--- src/rtl/acq_pkg.sv ---
package acq_pkg;
  typedef enum logic [1:0] {
    ST_IDLE = 2'b00,
    ST_WAIT = 2'b01,
    ST_ACQ  = 2'b10,
    ST_DONE = 2'b11
  } acq_state_e;

  localparam logic MODE_POST = 1'b0;
  localparam logic MODE_PRE  = 1'b1;
endpackage

--- src/rtl/acq_post_ctr.sv ---
module acq_post_ctr #(
  parameter int CNT_W = 20
) (
  input  logic             clk,
  input  logic             rst_n,
  input  logic             load,
  input  logic [CNT_W-1:0] load_val,
  input  logic             dec,
  output logic             last
);
  logic [CNT_W-1:0] rem_q, rem_d;
  logic             rem_en;

  assign rem_en = load | dec;

  always_comb begin
    rem_d = rem_q;
    if (load)      rem_d = load_val;
    else if (dec)  rem_d = rem_q - CNT_W'(1);
  end

  always_ff @(posedge clk or negedge rst_n) begin
    if (!rst_n)      rem_q <= '0;
    else if (rem_en) rem_q <= rem_d;
  end

  assign last = (rem_q == CNT_W'(1));

  AST_DEC_NONZERO: assert property (@(posedge clk) disable iff (!rst_n)
    dec |-> rem_q != '0);
  AST_DEC_STEP: assert property (@(posedge clk) disable iff (!rst_n)
    (dec && !load) |=> rem_q == $past(rem_q) - CNT_W'(1));
endmodule

--- src/rtl/acq_addr_gen.sv ---
module acq_addr_gen #(
  parameter int ADDR_W = 10
) (
  input  logic              clk,
  input  logic              rst_n,
  input  logic              restart,
  input  logic              we,
  output logic [ADDR_W-1:0] addr,
  output logic [ADDR_W:0]   vcnt,
  output logic              wrap,
  output logic              at_end
);
  localparam int            DEPTH = 1 << ADDR_W;
  localparam logic [ADDR_W:0] FULL = (ADDR_W+1)'(DEPTH);

  logic [ADDR_W-1:0] addr_q, addr_d;
  logic [ADDR_W:0]   vcnt_q, vcnt_d;
  logic              wrap_q, wrap_d;
  logic              upd_en;

  assign upd_en = restart | we;
  assign at_end = (addr_q == '1);

  always_comb begin
    addr_d = addr_q;
    vcnt_d = vcnt_q;
    wrap_d = wrap_q;
    if (restart) begin
      addr_d = '0;
      vcnt_d = '0;
      wrap_d = 1'b0;
    end else if (we) begin
      addr_d = addr_q + ADDR_W'(1);
      if (vcnt_q != FULL) vcnt_d = vcnt_q + (ADDR_W+1)'(1);
      if (at_end)         wrap_d = 1'b1;
    end
  end

  always_ff @(posedge clk or negedge rst_n) begin
    if (!rst_n) begin
      addr_q <= '0;
      vcnt_q <= '0;
      wrap_q <= 1'b0;
    end else if (upd_en) begin
      addr_q <= addr_d;
      vcnt_q <= vcnt_d;
      wrap_q <= wrap_d;
    end
  end

  assign addr = addr_q;
  assign vcnt = vcnt_q;
  assign wrap = wrap_q;

  AST_ADDR_STEP: assert property (@(posedge clk) disable iff (!rst_n)
    (we && !restart) |=> addr_q == $past(addr_q) + ADDR_W'(1));
  AST_RESTART_ZERO: assert property (@(posedge clk) disable iff (!rst_n)
    restart |=> (addr_q == '0) && (vcnt_q == '0) && !wrap_q);
  AST_VCNT_BOUND: assert property (@(posedge clk) disable iff (!rst_n)
    vcnt_q <= FULL);
  AST_WRAP_STICKY: assert property (@(posedge clk) disable iff (!rst_n)
    (wrap_q && !restart) |=> wrap_q);
endmodule

--- src/rtl/acq_fsm.sv ---
module acq_fsm
  import acq_pkg::*;
#(
  parameter int BLK_W = 16
) (
  input  logic             clk,
  input  logic             rst_n,
  input  logic             clr,
  input  logic             arm,
  input  logic             rearm,
  input  logic             mode_in,
  input  logic [BLK_W-1:0] blocks_in,
  input  logic             trig,
  input  logic             force_eor,
  input  logic             smp_vld,
  input  logic             at_end,
  input  logic             post_last,
  output acq_state_e       st,
  output logic             eor,
  output logic             mode,
  output logic [BLK_W-1:0] blocks,
  output logic             wr_en,
  output logic             restart,
  output logic             cnt_load,
  output logic             cnt_dec
);
  acq_state_e       st_q, st_d;
  logic             eor_q, eor_d;
  logic             mode_q, mode_d;
  logic [BLK_W-1:0] blk_q, blk_d;
  logic             storing, end_hit, cfg_en;

  assign restart  = clr | arm | rearm;
  assign storing  = (st_q == ST_ACQ) || (st_q == ST_WAIT && mode_q == MODE_PRE);
  assign wr_en    = smp_vld & storing & ~restart & ~force_eor;
  assign cnt_load = (st_q == ST_WAIT) & trig & ~restart & ~force_eor;
  assign cnt_dec  = wr_en & (st_q == ST_ACQ) & (mode_q == MODE_PRE);
  assign end_hit  = (mode_q == MODE_PRE) ? post_last : at_end;
  assign cfg_en   = clr | arm;

  always_comb begin
    st_d   = st_q;
    eor_d  = eor_q;
    mode_d = mode_q;
    blk_d  = blk_q;
    if (clr) begin
      st_d   = ST_IDLE;
      eor_d  = 1'b0;
      mode_d = MODE_POST;
      blk_d  = '0;
    end else if (arm) begin
      st_d   = ST_WAIT;
      eor_d  = 1'b0;
      mode_d = mode_in;
      blk_d  = blocks_in;
    end else if (rearm) begin
      st_d  = ST_WAIT;
      eor_d = 1'b0;
    end else if (force_eor) begin
      st_d  = ST_DONE;
      eor_d = 1'b1;
    end else begin
      unique case (st_q)
        ST_WAIT: if (trig) begin
          if (mode_q == MODE_PRE && blk_q == '0) begin
            st_d  = ST_DONE;
            eor_d = 1'b1;
          end else begin
            st_d = ST_ACQ;
          end
        end
        ST_ACQ: if (wr_en && end_hit) begin
          st_d  = ST_DONE;
          eor_d = 1'b1;
        end
        default: ;
      endcase
    end
  end

  always_ff @(posedge clk or negedge rst_n) begin
    if (!rst_n) begin
      st_q  <= ST_IDLE;
      eor_q <= 1'b0;
    end else begin
      st_q  <= st_d;
      eor_q <= eor_d;
    end
  end

  always_ff @(posedge clk or negedge rst_n) begin
    if (!rst_n) begin
      mode_q <= MODE_POST;
      blk_q  <= '0;
    end else if (cfg_en) begin
      mode_q <= mode_d;
      blk_q  <= blk_d;
    end
  end

  assign st     = st_q;
  assign eor    = eor_q;
  assign mode   = mode_q;
  assign blocks = blk_q;

  AST_ARM_TO_WAIT: assert property (@(posedge clk) disable iff (!rst_n)
    (arm && !clr) |=> (st_q == ST_WAIT) && !eor_q);
  AST_FORCE_EOR: assert property (@(posedge clk) disable iff (!rst_n)
    (force_eor && !restart) |=> (st_q == ST_DONE) && eor_q);
  AST_IDLE_HOLDS: assert property (@(posedge clk) disable iff (!rst_n)
    (st_q == ST_IDLE && !restart && !force_eor) |=> st_q == ST_IDLE);
  AST_DONE_HOLDS: assert property (@(posedge clk) disable iff (!rst_n)
    (st_q == ST_DONE && !restart) |=> st_q == ST_DONE);
  AST_CLR_DEFAULTS: assert property (@(posedge clk) disable iff (!rst_n)
    clr |=> (st_q == ST_IDLE) && (mode_q == MODE_POST) && (blk_q == '0) && !eor_q);
  AST_REARM_KEEPS: assert property (@(posedge clk) disable iff (!rst_n)
    (rearm && !clr && !arm) |=> $stable(mode_q) && $stable(blk_q));
endmodule

--- src/rtl/acq_mem_ctrl.sv ---
module acq_mem_ctrl
  import acq_pkg::*;
#(
  parameter int ADDR_W  = 10,
  parameter int BLK_W   = 16,
  parameter int BLKSZ_W = 4
) (
  input  logic              clk,
  input  logic              rst_n,
  input  logic              clr,
  input  logic              arm,
  input  logic              rearm,
  input  logic              mode_in,
  input  logic [BLK_W-1:0]  post_blocks_in,
  input  logic              trig,
  input  logic              smp_vld,
  input  logic              force_eor,
  output logic [ADDR_W-1:0] mem_addr,
  output logic              mem_we,
  output logic              eor,
  output logic [1:0]        state,
  output logic [ADDR_W:0]   valid_cnt,
  output logic              wrapped
);
  localparam int CNT_W = BLK_W + BLKSZ_W;

  acq_state_e       st;
  logic             mode_q;
  logic [BLK_W-1:0] blk_q;
  logic             wr_en, restart, cnt_load, cnt_dec, at_end, post_last;
  logic [CNT_W-1:0] load_val;

  assign load_val = {blk_q, {BLKSZ_W{1'b0}}};

  acq_fsm #(.BLK_W(BLK_W)) u_fsm (
    .clk       (clk),
    .rst_n     (rst_n),
    .clr       (clr),
    .arm       (arm),
    .rearm     (rearm),
    .mode_in   (mode_in),
    .blocks_in (post_blocks_in),
    .trig      (trig),
    .force_eor (force_eor),
    .smp_vld   (smp_vld),
    .at_end    (at_end),
    .post_last (post_last),
    .st        (st),
    .eor       (eor),
    .mode      (mode_q),
    .blocks    (blk_q),
    .wr_en     (wr_en),
    .restart   (restart),
    .cnt_load  (cnt_load),
    .cnt_dec   (cnt_dec)
  );

  acq_addr_gen #(.ADDR_W(ADDR_W)) u_addr (
    .clk     (clk),
    .rst_n   (rst_n),
    .restart (restart),
    .we      (wr_en),
    .addr    (mem_addr),
    .vcnt    (valid_cnt),
    .wrap    (wrapped),
    .at_end  (at_end)
  );

  acq_post_ctr #(.CNT_W(CNT_W)) u_post (
    .clk      (clk),
    .rst_n    (rst_n),
    .load     (cnt_load),
    .load_val (load_val),
    .dec      (cnt_dec),
    .last     (post_last)
  );

  assign mem_we = wr_en;
  assign state  = st;

  AST_NO_WE_DONE: assert property (@(posedge clk) disable iff (!rst_n)
    (st == ST_DONE || st == ST_IDLE) |-> !mem_we);
  AST_POST_WAIT_QUIET: assert property (@(posedge clk) disable iff (!rst_n)
    (st == ST_WAIT && mode_q == MODE_POST) |-> !mem_we);
  AST_RESTART_NO_WE: assert property (@(posedge clk) disable iff (!rst_n)
    (clr || arm || rearm) |-> !mem_we);
  AST_EOR_IN_DONE: assert property (@(posedge clk) disable iff (!rst_n)
    eor |-> st == ST_DONE);
endmodule

--- config.mk ---
export PLATFORM = sky130hd
export DESIGN_NAME = acq_mem_ctrl
export DESIGN_NICKNAME = d
export VERILOG_FILES = /design/src/rtl/acq_pkg.sv /design/src/rtl/acq_post_ctr.sv /design/src/rtl/acq_addr_gen.sv /design/src/rtl/acq_fsm.sv /design/src/rtl/acq_mem_ctrl.sv
export SDC_FILE = /design/constraint.sdc
export NUM_CORES = 1
export LEC_CHECK = 0
export BUFFER_PORTS_ARGS = -buffer_cell sky130_fd_sc_hd__buf_2
export CORE_MARGIN = 1.5
export CORE_UTILIZATION = 40
export DETAILED_ROUTE_END_ITERATION = 16
export HOLD_SLACK_MARGIN = 0.05
export SLEW_MARGIN = 20
export SYNTH_ARGS = -nofsm -noshare
export SYNTH_HDL_FRONTEND = slang
export SYNTH_HIERARCHICAL = 1
export SYNTH_SLANG_ARGS = --single-unit
export TNS_END_PERCENT = 30
--- constraint.sdc ---
create_clock -name clk -period 5.5 [get_ports clk]
set_input_delay 0.825 -clock clk [delete_from_list [all_inputs] [get_ports clk]]
set_output_delay 0.825 -clock clk [all_outputs]
set_load 0.01 [all_outputs]
# --- After elaboration in Yosys (flattened, before gate mapping) ---
# Cells that the tools add are included.
word_totals:
  regBits: 62
  output_inout_bits: 26
  elab_cells: 82
classes:
  n_addsub: 3
  n_eq_ne: 8
  n_mux: 31
  bitwise_logic: 14
  n_reduce_logical: 18
op_table:
  columns: ["op", "count"]
  rows:
  - ["$mux 20", 2]
  - ["$mux 11", 3]
  - ["$mux 16", 2]
  - ["$eq 20x1->1 const B", 1]
  - ["$mux 10", 2]
  - ["$sub 20x1->20 const B", 1]
  - ["$ne 6x6->1 const B", 3]
  - ["$logic_not 16->1", 1]
  - ["$mux 1", 14]
  - ["$mux 2", 6]
  - ["$add 11x1->11 const B", 1]
  - ["$ne 11x11->1 const B", 1]
  - ["$add 10x1->10 const B", 1]
  - ["$eq 10x10->1 const B", 1]
  - ["$reduce_bool 2->1", 5]
  - ["$reduce_and 3->1", 3]
  - ["$and 1x1->1", 8]
  - ["$reduce_and 2->1", 3]
  - ["$reduce_bool 6->1", 1]
  - ["$or 1x1->1", 4]
  - ["$pmux 2 s2", 1]
  - ["$reduce_and 4->1", 1]
  - ["$logic_and 1x1->1", 3]
  - ["$eq 2x1->1 const B", 1]
  - ["other kinds (4)", 5]

# --- Depth between registers and ports, before layout ---
logic_depth:
  word_depth: 13
  ltp_mapped: 10
  ltp_nobuf: 9

# --- By module ---
# Netlist, hierarchy kept.
modules_own_cells:
  columns: ["mod", "n_inst", "cells_each", "area_per_inst_um2"]
  rows:
  - ["acq_post_ctr", 1, 137, 1227.4]
  - ["acq_addr_gen", 1, 125, 1203.7]
  - ["acq_fsm", 1, 88, 983.4]
  - ["acq_mem_ctrl", 1, 1, 3.8]

# --- Worst setup path after synthesis ---
# No wires, ideal clock.
synth_timing:
  path_type: "input -> register"
  startpoint: "in clr"
  endpoint: "reg u_post.rem_q[19]"
  arrival_ps: 3355
  path_slack_ps: 2021
  path_stages: 8
  n_path_buf: 1
  path_cell_list: "nor4_2 -> and3b_1 -> and3_1 -> buf_2 -> or4b_2 -> or4_4 -> o31a_1 -> o31a_1"
synth_between:
  elab_chain_cells: 9
  elab_cells_between_ends: 13
  cone_classes: "1 x mux; 10 x bitwise; 2 x reduce/logical"
synth_lines:
  columns: ["element", "line_no", "source"]
  rows:
  - ["start: declaration", "acq_mem_ctrl.sv:10", "input logic clr,"]
  - ["$or 1x1->1 * (2 in a row)", "acq_fsm.sv:33", "assign restart = clr | arm | rearm;"]
  - ["$not 1->1 *", "acq_fsm.sv:35", "assign wr_en = smp_vld & storing & ~restart & ~force_eor;"]
  - ["$and 1x1->1 * (2 in a row)", "acq_fsm.sv:35", null]
  - ["net mem_we", "acq_mem_ctrl.sv:19", "output logic mem_we,"]
  - ["$and 1x1->1 * (2 in a row)", "acq_fsm.sv:37", "assign cnt_dec = wr_en & (st_q == ST_ACQ) & (mode_q == MODE_PRE);"]
  - ["net cnt_dec", "acq_mem_ctrl.sv:30", "logic wr_en, restart, cnt_load, cnt_dec, at_end, post_last;"]
  - ["$reduce_bool 2->1 (no source line) or $or 1x1->1 (tied branches)", null, null]
  - ["$reduce_and 2->1 (no source line) *", null, null]
  - ["end signal: assignment", "acq_post_ctr.sv:24", "else if (rem_en) rem_q <= rem_d;"]
  - ["end: declaration", "acq_post_ctr.sv:11", "logic [CNT_W-1:0] rem_q, rem_d;"]
# Mark *: on every way through the listed nets, which the timed path passes. The rest lies on a longest branch.
# A chain may end at the register's enable or synchronous reset.

# --- Worst setup path after layout ---
layout_timing:
  startpoint: "in clr"
  endpoint: "reg u_post.rem_q[19]"
layout_between:
  elab_chain_cells: 9
  elab_cells_between_ends: 13
  cone_classes: "1 x mux; 10 x bitwise; 2 x reduce/logical"
layout_lines:
  columns: ["element", "line_no"]
  rows:
  - ["$or 1x1->1 * (2 in a row)", "acq_fsm.sv:33"]
  - ["$not 1->1 *", "acq_fsm.sv:35"]
  - ["$and 1x1->1 * (2 in a row)", "acq_fsm.sv:35"]
  - ["$and 1x1->1 * (2 in a row)", "acq_fsm.sv:37"]
  - ["net cnt_dec", "acq_mem_ctrl.sv:30"]
  - ["$reduce_bool 2->1 (no source line) or $or 1x1->1 (tied branches)", null]
  - ["$reduce_and 2->1 (no source line) *", null]
# Marked as above.

==> summary.md <==
| Metric | Value |
|---|---|
| Run status | `finished, final reports clean` |
| Post-CTS Setup Inserts | `0` |
| Initial antenna violation count | `0` |
| ANT nets after route | `0` |
| Slowest-stage cell, CP | `or4b_2` |
| # IOs | `51` |
| Global-route wire length before repair | `13100 µm` |
| Post-DP HPWL | `5460 µm` |
| RSZ-0062 raised after global routing | `no` |
| Post-cts resize count | `0` |
| Share of layout cells above drive strength 1 | `21.4%` |
| Final hold vios | `0` |
| Ys Warns | `6` |
| Area delta synth->final | `15.4%` |
| Worst-Skew Late Latency | `0.33 ns` |
| CTS clock-pin slew for the worst setup and hold paths | `0.07 ns` |
| DR vias | `2830` |
| Worst reg-to-reg setup slack | `2.41 ns` |
| CP max FO | `20` |
| Crit path capture type | `flip-flop` |
| LEAKAGE | `1.75 nW` |
| Hold_ws | `0.508 ns` |
| Die Ht | `95.4 µm` |
| WP data required | `5.72 ns` |
| Area of the core | `0.00826 mm²` |
| Distinct cells, synth | `53` |
| Grt ovf | `0` |
| All-Layer GR Usage | `18.7%` |
| Clock Skew | `0.0105 ns` |
| Placed cells | `495` |
| Largest net degree at the start of global routing | `63` |
| Final Cycle Share | `65.2%` |
| CP Class | `in2reg` |
| CTS tree | `done` |
| Part of the power in registers | `51.0%` |
| CTS Sinks | `62` |
| CP Cell Sequence | `buf_2 > nor4_2 > and3b_1 > and3_1 > or4b_2 > or4_4 > o31a_1 > o31a_1` |
| Area after DPL | `0.00376 mm²` |
| Final slew viol count | `0` |
| Reg2Reg Depth | `9` |
| # H-tree levels | `3` |
| FMAX | `0.279 GHz` |
| Hold crit path type | `reg2reg` |
| Vias in the first global route | `2597` |
| Worst Setup Start Kind | `input port` |
| RePlAce Congestion | `0.875` |
| Fin Setup TNS | `0 ns` |
| Int Pwr | `0.000734 W` |
| Max incr delay on CP | `0.62 ns` |
| Setup violators final | `0` |
| Comb power frac | `12.0%` |
| Syn Inst Count | `351` |
| R2r endpoint | `u_post/rem_q[19]` |
| Max-Cap Viols | `0` |
| Register area share after synthesis | `45.4%` |
| Synth async-reset ratio | `100%` |
| Data arrival, critical path | `3.80 ns` |
| Clk Tree Root Cell | `clkbuf_8` |
| Hold_buf cts | `0` |
| Final Cell Area | `0.00395 mm²` |
| Die ar. | `0.00911 mm²` |
| P_sw | `0.000264 W` |
| Cell Pwr Density | `253 mW/mm²` |
| Maximum vdd drop | `111 µV` |
| Post-synth EDFFs | `0` |
| RR Startpoint | `u_fsm/st[1]` |
| Worst path most repeated cell | `o31a_1` |
| Initial Util | `41.4%` |
| Non-filler instance count after layout | `511` |
| Die Wd | `95.4 µm` |
| Tot Pwr | `0.000999 W` |
| Final #Nets | `433` |
| DR pass1 iterations | `4` |
| #FFs+latches synth | `62` |
| Total CTS buffers | `9` |
| Clock network fraction of total power | `37.0%` |
| Mapped cell area | `0.00342 mm²` |
| Final min period | `3.58 ns` |
| Worst-margin pin slew | `0.846 ns` |
| # DRC | `0` |
| Hold Path Depth | `2` |
| IO buf count | `50` |
| Ys flop type | `dfrtp_1` |
| Max_slew headroom | `43.1%` |
| Drt total wl | `7790 µm` |
| Worst hold path endpoint | `u_addr/wrap` |
| Max clock buf depth | `2` |
| Hold Path Origin | `u_addr/wrap` |
| Row cnt | `33` |
| DRT iter0 DRCs | `136` |
| Average size of a mapped cell | `9.74 µm²` |
| Switch share | `26.5%` |
| Average routed wire per standard cell | `15.2 µm` |
| Via density | `5.54` |
| Antenna diodes | `0` |
==> cell families after synthesis <==
family	count (synthesis)	share of synthesized area [%]
simple gates	152	25.9
flops	62	45.4
compound gates	61	11.6
buf+inv	29	3.51
mux	23	6.81
xor+xnor	16	4.10
fa+ha+maj	7	2.56
other cells	1	0.110
==> cells in the mapped netlist (3+ instances only) <==
| cell | n | area share [%] |
|---|---|---|
| a21oi_1 | 14 | 2.0 |
| a221o_1 | 3 | 0.88 |
| nor3b_1 | 3 | 0.66 |
| inv_1 | 12 | 1.3 |
| nor4_2 | 3 | 1.1 |
| nand3b_1 | 4 | 0.88 |
| nand2_1 | 27 | 3.0 |
| or3b_2 | 3 | 0.77 |
| nand4_1 | 8 | 1.5 |
| nor2_1 | 32 | 3.5 |
| buf_2 | 6 | 0.88 |
| xor2_1 | 7 | 1.8 |
| ha_1 | 7 | 2.6 |
| nor2b_1 | 7 | 1.3 |
| mux2i_1 | 21 | 6.1 |
| o31ai_1 | 7 | 1.5 |
| nor3_1 | 8 | 1.2 |
| nor4_1 | 11 | 2.0 |
| dfrtp_1 | 62 | 45 |
| o21ai_0 | 21 | 3.1 |
| or4_1 | 11 | 2.4 |
| xnor2_1 | 9 | 2.3 |
| or3_1 | 14 | 2.6 |
| clkbuf_1 | 10 | 1.1 |
| nand3_1 | 7 | 1.0 |
==> per-layer routing <==
metal  wire length (µm)  GRT usage [%]  share of wire (%)  vias to the layer above
met3                304           3.83                3.9                        6
met2               3340           27.1                 43                       63
met1               4080           28.3                 52                     1377
met4                 62           4.90               0.80                        0
li1                   -              -                  -                     1384
met5                  0              0                  0                        -
==> critical path: cells and delay by family <==
family,cells,cell delay (ns)
and+or+nand+nor,5,2.23
AOI/OAI and AO/OA,2,0.52
buffers and inverters,1,0.22
==> state kept, by name (all words and copies together) (netlist names) <==
signal and cells:
u_post/rem_q 20, u_fsm/blocks 16, u_addr/addr 10, u_fsm/st 2, u_addr/vcnt 11, u_fsm/mode 1
u_addr/wrap 1, u_fsm/eor 1
==> worst max path at each step <==
stage          startpoint          endpoint  slack, ns  cells after the start
6_report              clr  u_post/rem_q[19]       1.92                      8
5_1_grt               clr  u_post/rem_q[19]       1.79                      8
4_1_cts               clr  u_post/rem_q[19]       1.94                      8
3_5_place_dp          clr  u_post/rem_q[19]       1.59                      8
3_3_place_gp          clr  u_post/rem_q[19]       1.65                      8
2_1_floorplan         clr  u_post/rem_q[19]       2.02                      8
==> area by class of cell <==
type	count	area [µm²]
fillers	805	4310
multi-input cells	263	1760
flip-flops and latches	62	1550
repair buffers	53	273
clock buffers	13	169
well taps	105	131
inverters	12	45.0
clock inverters	3	17.5
==> power by group through the flow <==
stage	Clock, W	Combinational [W]	Sequential [W]
6_report	0.000369	0.000120	0.000509
5_1_grt	0.000399	0.000136	0.000514
4_1_cts	0.000381	0.000121	0.000509
3_5_place_dp	0	0.000121	0.000517
3_3_place_gp	0	0.000120	0.000517
2_1_floorplan	0	0.0000856	0.000508
==> placed cells by master (no fill, tap or decap), types with 3 or more instances in the layout <==
master | netlist | layout
nor2b_1 | 7 | 7
nor3b_1 | 3 | 3
nand2_1 | 27 | 27
nor3_1 | 8 | 8
a21oi_1 | 14 | 14
nand3_1 | 7 | 7
o31ai_1 | 7 | 7
or3_1 | 14 | 14
nand3b_1 | 4 | 4
nor2_1 | 32 | 32
nor4_1 | 11 | 11
clkbuf_8 | 0 | 12
or3b_2 | 3 | 3
dfrtp_1 | 62 | 62
nor4_2 | 3 | 3
xnor2_1 | 9 | 9
inv_1 | 12 | 12
o21ai_0 | 21 | 21
conb_1 | 1 | 4
xor2_1 | 7 | 7
mux2i_1 | 21 | 21
buf_4 | 1 | 3
buf_2 | 6 | 50
a221o_1 | 3 | 3
ha_1 | 7 | 7
nand4_1 | 8 | 8
or4_1 | 11 | 11
==> per-stage QoR <==
stage	setup slack [ns]	util [%]
global placement	1.65	45.5
detailed placement	1.59	45.5
finish	1.92	47.8
CTS	1.94	47.8
global route	1.79	47.8
floorplan	2.02	-
No activity file was read; power rests on OpenSTA's default activity.
